<file path="src/rtl/port_pkg.sv">
package port_pkg;
  typedef enum logic [1:0] {
    OP_WRITE = 2'd0,
    OP_SET   = 2'd1,
    OP_CLR   = 2'd2,
    OP_NONE  = 2'd3
  } port_op_e;
endpackage

</file>
<file path="src/rtl/port_sync.sv">
module port_sync #(
  parameter int W = 8
) (
  input  logic         clk,
  input  logic         rst_n,
  input  logic [W-1:0] async_in,
  output logic [W-1:0] sync_out
);
  // Two flops per bit; each bit is an independent synchronizer.
  for (genvar i = 0; i < W; i++) begin : g_bit
    logic s1_q, s2_q;
    always_ff @(posedge clk or negedge rst_n) begin
      if (!rst_n) begin
        s1_q <= 1'b0;
        s2_q <= 1'b0;
      end else begin
        s1_q <= async_in[i];
        s2_q <= s1_q;
      end
    end
    assign sync_out[i] = s2_q;
  end
endmodule

</file>
<file path="src/rtl/port_regs.sv">
module port_regs
  import port_pkg::*;
#(
  parameter int          W         = 8,
  parameter int          AW        = 4,
  parameter int          BW        = 3,
  parameter logic [AW-1:0] ADDR_DATA = '0,
  parameter logic [W-1:0]  DATA_RST  = '1
) (
  input  logic          clk,
  input  logic          rst_n,
  input  logic [AW-1:0] bus_addr,
  input  logic          bus_we,
  input  logic [1:0]    bus_op,
  input  logic [BW-1:0] bus_bit,
  input  logic [W-1:0]  bus_wdata,
  output logic [W-1:0]  data_q,
  output logic [W-1:0]  dir_q
);
  localparam logic [AW-1:0] ADDR_CTRL = ADDR_DATA + AW'(1);

  logic          hit_data, hit_ctrl;
  logic [W-1:0]  bit_mask;
  logic [W-1:0]  data_nx, dir_nx;

  assign hit_data = bus_we && (bus_addr == ADDR_DATA);
  assign hit_ctrl = bus_we && (bus_addr == ADDR_CTRL);
  assign bit_mask = W'(1) << bus_bit;

  function automatic logic [W-1:0] apply_op(input logic [W-1:0] cur,
                                            input logic [1:0] op,
                                            input logic [W-1:0] mask,
                                            input logic [W-1:0] wd);
    case (port_op_e'(op))
      OP_WRITE: apply_op = wd;
      OP_SET:   apply_op = cur | mask;
      OP_CLR:   apply_op = cur & ~mask;
      default:  apply_op = cur;
    endcase
  endfunction

  assign data_nx = apply_op(data_q, bus_op, bit_mask, bus_wdata);
  assign dir_nx  = apply_op(dir_q,  bus_op, bit_mask, bus_wdata);

  always_ff @(posedge clk or negedge rst_n) begin
    if (!rst_n) begin
      data_q <= DATA_RST;
      dir_q  <= '1;
    end else begin
      if (hit_data) data_q <= data_nx;
      if (hit_ctrl) dir_q  <= dir_nx;
    end
  end

  // Latch keeps its value when not addressed
  p_hold_r3: assert property (@(posedge clk) disable iff (!rst_n)
    !hit_data |=> $stable(data_q));

  // Set op forces the addressed bit to 1
  p_set_r5: assert property (@(posedge clk) disable iff (!rst_n)
    (hit_data && bus_op == 2'd1) |=> data_q[$past(bus_bit)]);

  // Clear op forces the addressed bit to 0
  p_clr_r5: assert property (@(posedge clk) disable iff (!rst_n)
    (hit_data && bus_op == 2'd2) |=> !data_q[$past(bus_bit)]);

  // Single-bit ops touch at most one bit
  p_onebit_r5: assert property (@(posedge clk) disable iff (!rst_n)
    (hit_data && (bus_op == 2'd1 || bus_op == 2'd2))
      |=> $countones(data_q ^ $past(data_q)) <= 1);
endmodule

</file>
<file path="src/rtl/port_wake.sv">
module port_wake #(
  parameter int W = 8
) (
  input  logic         clk,
  input  logic         rst_n,
  input  logic [W-1:0] pin_sync,
  input  logic [W-1:0] in_mode,
  input  logic         wake_ack,
  output logic         wake_req
);
  logic [W-1:0] snap_q;
  logic [W-1:0] moved;

  for (genvar i = 0; i < W; i++) begin : g_cmp
    assign moved[i] = in_mode[i] & (pin_sync[i] ^ snap_q[i]);
  end

  always_ff @(posedge clk or negedge rst_n) begin
    if (!rst_n) begin
      snap_q   <= '0;
      wake_req <= 1'b0;
    end else if (wake_ack) begin
      snap_q   <= pin_sync;
      wake_req <= 1'b0;
    end else if (|moved) begin
      wake_req <= 1'b1;
    end
  end

  // Acknowledge clears the request
  p_ack_r9: assert property (@(posedge clk) disable iff (!rst_n)
    wake_ack |=> !wake_req);

  // Request is sticky until acknowledged
  p_sticky_r9: assert property (@(posedge clk) disable iff (!rst_n)
    (wake_req && !wake_ack) |=> wake_req);

  // Output-mode pins alone never raise a request
  p_outonly_r8: assert property (@(posedge clk) disable iff (!rst_n)
    (!wake_req && !wake_ack && in_mode == '0) |=> !wake_req);
endmodule

</file>
<file path="src/rtl/port_altmux.sv">
module port_altmux #(
  parameter int W       = 8,
  parameter int ALT_BIT = 3
) (
  input  logic         clk,
  input  logic         rst_n,
  input  logic [W-1:0] latch,
  input  logic         alt_sel,
  input  logic         alt_div,
  output logic [W-1:0] pin_val
);
  for (genvar i = 0; i < W; i++) begin : g_pin
    if (i == ALT_BIT) begin : g_alt
      assign pin_val[i] = alt_sel ? (alt_div & latch[i]) : latch[i];
    end else begin : g_std
      assign pin_val[i] = latch[i];
    end
  end

  // Divider is gated off by a cleared latch bit
  p_gate_r6: assert property (@(posedge clk) disable iff (!rst_n)
    (alt_sel && !latch[ALT_BIT]) |-> !pin_val[ALT_BIT]);
endmodule

</file>
<file path="src/rtl/bidir_port.sv">
module bidir_port
  import port_pkg::*;
#(
  parameter int            W         = 8,
  parameter int            AW        = 4,
  parameter int            ALT_BIT   = 3,
  parameter logic [AW-1:0] ADDR_DATA = 4'd2,
  parameter logic [W-1:0]  DATA_RST  = '1,
  localparam int           BW        = (W > 1) ? $clog2(W) : 1
) (
  input  logic          clk,
  input  logic          rst_n,
  input  logic [AW-1:0] bus_addr,
  input  logic          bus_we,
  input  logic [1:0]    bus_op,
  input  logic [BW-1:0] bus_bit,
  input  logic [W-1:0]  bus_wdata,
  output logic [W-1:0]  bus_rdata,
  input  logic [W-1:0]  pad_in,
  output logic [W-1:0]  pad_out,
  output logic [W-1:0]  pad_oe,
  input  logic          pull_cfg,
  output logic [W-1:0]  pull_en,
  input  logic          alt_sel,
  input  logic          alt_div,
  input  logic          wake_ack,
  output logic          wake_req
);
  localparam logic [AW-1:0] ADDR_CTRL = ADDR_DATA + AW'(1);

  logic [W-1:0] data_q, dir_q, pin_sync, data_view;

  port_regs #(.W(W), .AW(AW), .BW(BW), .ADDR_DATA(ADDR_DATA), .DATA_RST(DATA_RST)) u_regs (
    .clk, .rst_n, .bus_addr, .bus_we, .bus_op, .bus_bit, .bus_wdata,
    .data_q, .dir_q
  );

  port_sync #(.W(W)) u_sync (
    .clk, .rst_n, .async_in(pad_in), .sync_out(pin_sync)
  );

  port_wake #(.W(W)) u_wake (
    .clk, .rst_n, .pin_sync, .in_mode(dir_q), .wake_ack, .wake_req
  );

  port_altmux #(.W(W), .ALT_BIT(ALT_BIT)) u_alt (
    .clk, .rst_n, .latch(data_q), .alt_sel, .alt_div, .pin_val(pad_out)
  );

  assign pad_oe  = ~dir_q;
  assign pull_en = {W{pull_cfg}} & dir_q;

  for (genvar i = 0; i < W; i++) begin : g_view
    assign data_view[i] = dir_q[i] ? pin_sync[i] : data_q[i];
  end

  always_comb begin
    if (bus_addr == ADDR_DATA)      bus_rdata = data_view;
    else if (bus_addr == ADDR_CTRL) bus_rdata = dir_q;
    else                            bus_rdata = '0;
  end

  // Pull-up never enabled on a driven pin
  p_pull_r7: assert property (@(posedge clk) disable iff (!rst_n)
    (pull_en & pad_oe) == '0);

  // Output-mode bits read back their driven latch value
  p_readback_r2: assert property (@(posedge clk) disable iff (!rst_n)
    (bus_addr == ADDR_DATA) |-> ((bus_rdata & pad_oe) == (data_q & pad_oe)));
endmodule

</file>
<file path="config.mk">
export PLATFORM = sky130hd
export DESIGN_NAME = bidir_port
export DESIGN_NICKNAME = d
export VERILOG_FILES = /design/src/rtl/port_pkg.sv /design/src/rtl/port_sync.sv /design/src/rtl/port_regs.sv /design/src/rtl/port_wake.sv /design/src/rtl/port_altmux.sv /design/src/rtl/bidir_port.sv
export SDC_FILE = /design/constraint.sdc
export NUM_CORES = 1
export LEC_CHECK = 0
export ABC_AREA = 1
export BUFFER_PORTS_ARGS = -buffer_cell sky130_fd_sc_hd__buf_2
export CAP_MARGIN = 20
export CELL_PAD_IN_SITES_DETAIL_PLACEMENT = 2
export CELL_PAD_IN_SITES_GLOBAL_PLACEMENT = 2
export CORE_MARGIN = 4
export CORE_UTILIZATION = 31
export CTS_CLUSTER_SIZE = 30
export DETAILED_ROUTE_END_ITERATION = 7
export PLACE_DENSITY_LB_ADDON = 0.1
export SLEW_MARGIN = 10
export SYNTH_ARGS = -nofsm -noshare
export SYNTH_HDL_FRONTEND = slang
export SYNTH_SLANG_ARGS = --single-unit
</file>
<file path="constraint.sdc">
create_clock -name clk -period 2.09 [get_ports clk]
set_input_delay 0.1045 -clock clk [delete_from_list [all_inputs] [get_ports clk]]
set_output_delay 0.1045 -clock clk [all_outputs]
set_load 0.005 [all_outputs]
</file>
==> results.yml <==
status:
  status: "finished, final reports clean"
layout:
  nets: 418
  n_fill_cell: 874
  final_common_cell: "nand2_1"
  most-common-layout-cells: "101 x nand2_1, 64 x buf_2, 52 x inv_1"
  stdcell_count: 483
  final_area_um2: 2930
  antenna_cells: 0
  drive_gt1_frac: 0.276
  syn_to_final_growth_pct: 24.1
timing:
  setup_tns_ps: 0
  finalWorstPathRequiredPeriod_ps: 1480
  rsz0062_at_grt: "no"
  fin_skew_ps: 8.98
  finalMaxSlewViolations: 0
  finalHoldViolCount: 0
  report.final.setup_viol: 0
  whs_ps: 168
  worst_slew_pin_slew_ps: 817
  fin_ws_ps: 606
  max_freq_mhz: 674
  slew_headroom: 0.455
  finalCritPeriodShare: 0.710
floorplan:
  start_util: 0.322
  core_um2: 7330
  die_h_um: 95.2
  die_area_um2: 9070
  io_pins: 65
  rows: 31
  die_x_um: 95.2
clock_tree:
  cts-root-buf: "clkbuf_8"
  cts_tree: "done"
  clk_pin_slew_ps: 90
  h-tree-depth: 2
  cts_buffer_depth: 2
  worstSkewPairLatency_ps: 300
  post-cts-setup-buffers: 0
  numClockSinks: 41
  cts_buffers: 5
synth:
  synth_area_per_cell_um2: 7.49
  syn_area_um2: 2360
  netlist_instances: 315
  yosysWarnings: 0
  yosysUniqueCellTypes: 23
  ys_seq_area_frac: 0.443
  synthesis.nets: 350
  synth-seq-cells: 41
route:
  vias_per_cell: 4.58
  drt-total-wl_um: 7250
  vias: 2212
  detail-route-antenna-nets: 0
  drt-initial-drc-count: 53
  dr.pass1.iters: 4
  drc: 0
  wl_per_cell_um: 15.0
global_route:
  grt_usage: 0.174
  grt_pass1_vias: 2436
  grt_pass1_wl_um: 12000
  grt_max_degree: 37
  overflow: 0
  antenna_found_initial: 0
pwr:
  p_per_area_nw_per_um2: 813
  peakVddDrop_mv: 0.273
  p_leak_uw: 0.00168
placement:
  port_buffers: 64
  gp_congestion: 0.722
  dp_hpwl_um: 5540
  dpl.cell_count: 466
  placed_area_um2: 2720
  dp_slack_ps: 484
critical_path:
  cp_num_buf_inv: 2
  cp_top_family: "flip-flops"
  cp-start-kind: "flip-flop"
  crit_path_frequent_cell: "o21ai_0"
  endpoint_kind: "output pin"
  slowest_stage: "dfstp_2"
  worstPathRequired_ps: 1990
  path_cells: "inv_1 > o21ai_0 > nand2_1 > o21ai_0 > buf_2"
  cp_slowest_stage_delay_ps: 530
  critPathArrivalTime_ps: 1380
  critPathKind: "flip-flop to output pin"
  path_max_fanout: 4
hold_path:
  hold_class: "input port to flip-flop"
job:
  cap_viol_max_count: 0
==> layout make-up <==
cell class              instances  area [um2]  share of cell area
clock inverters                 3        46.3              0.0158
multi-input cells             207        1020               0.348
well taps                      99         124              0.0423
inverters                      53         199              0.0679
flip-flops and latches         41        1050               0.357
repair buffers                 75         425               0.145
clock buffers                   5        68.8              0.0235
==> synth_stat cells (all sizes together) <==
cell type / count / share of area
buf: 10 / 0.034
or2: 2 / 0.0053
a21oi: 20 / 0.042
mux2: 3 / 0.014
clkbuf: 4 / 0.0064
ha: 3 / 0.016
dfrtp: 25 / 0.27
nand3: 14 / 0.030
a21boi: 16 / 0.057
o21ai: 22 / 0.047
nand2: 104 / 0.17
dfstp: 16 / 0.18
inv: 53 / 0.084
nor2: 23 / 0.048
==> repair_timing <==
item	in CTS	in global routing
endpoints found under the hold margin	33	0
resized for setup	0	0
hold buffers	9	0
==> worst reg2reg max path, stage by stage (launching register included) <==
cell	delay (ps)
dfstp_2	560
inv_1	110
a21oi_1	160
nand2_1	60
nand2_1	90
nor2_1	60
a21oi_1	120
==> final timing paths <==
path,to,cells past startpoint,slack [ps],start
setup / recovery,bus_rdata[3],5,610,u_regs.data_q[3]
hold / removal,u_regs.data_q[4],5,170,bus_wdata[4]
setup reg to reg,u_wake.wake_req,6,860,u_regs.dir_q[4]
hold reg to reg,u_sync.g_bit[7].s2_q,0,360,u_sync.g_bit[7].s1_q
max in group asynchronous,u_regs.dir_q[0],3,970,rst_n
min in group asynchronous,u_sync.g_bit[6].s1_q,2,430,rst_n
==> report_power, final <==
group | leakage (uW) | internal [uW] | switching (uW)
logic | 0.00117 | 274 | 386
registers | 0.000463 | 962 | 91.4
clock network | 0.0000543 | 358 | 308
==> flip-flops by register name (all words and copies together) (netlist names) <==
register           cells
u_regs.data_q          8
u_sync.g_bit.s1_q      8
u_wake.snap_q          8
u_wake.wake_req        1
u_sync.g_bit.s2_q      8
u_regs.dir_q           8
==> through the flow <==
stage          total power, uW   util
2_1_floorplan             1460      -
3_3_place_gp              1700  0.372
3_5_place_dp              1730  0.372
4_1_cts                   2430  0.400
5_1_grt                   2580  0.400
6_report                  2380  0.400
==> cell families (layout without fill, tap and decap cells) <==
kind of cell / Yosys count / in the layout / share of synthesized area
AO/OA/AOI/OAI: 58 / 58 / 0.146
buffers and inverters: 67 / 136 / 0.125
adder cells (fa/ha/maj): 3 / 3 / 0.0159
flip-flops: 41 / 41 / 0.443
AND/OR/NAND/NOR: 143 / 143 / 0.256
multiplexers: 3 / 3 / 0.0143
==> layer usage <==
layer  vias up  global-route usage  wire length (um)
met4         0              0.0409                53
met3         4              0.0355               240
li1       1096                   -                 -
met2        42               0.319              3830
met5         -                   0                 0
met1      1070               0.207              3130
Note: power is estimated with default switching activity, not from simulation.
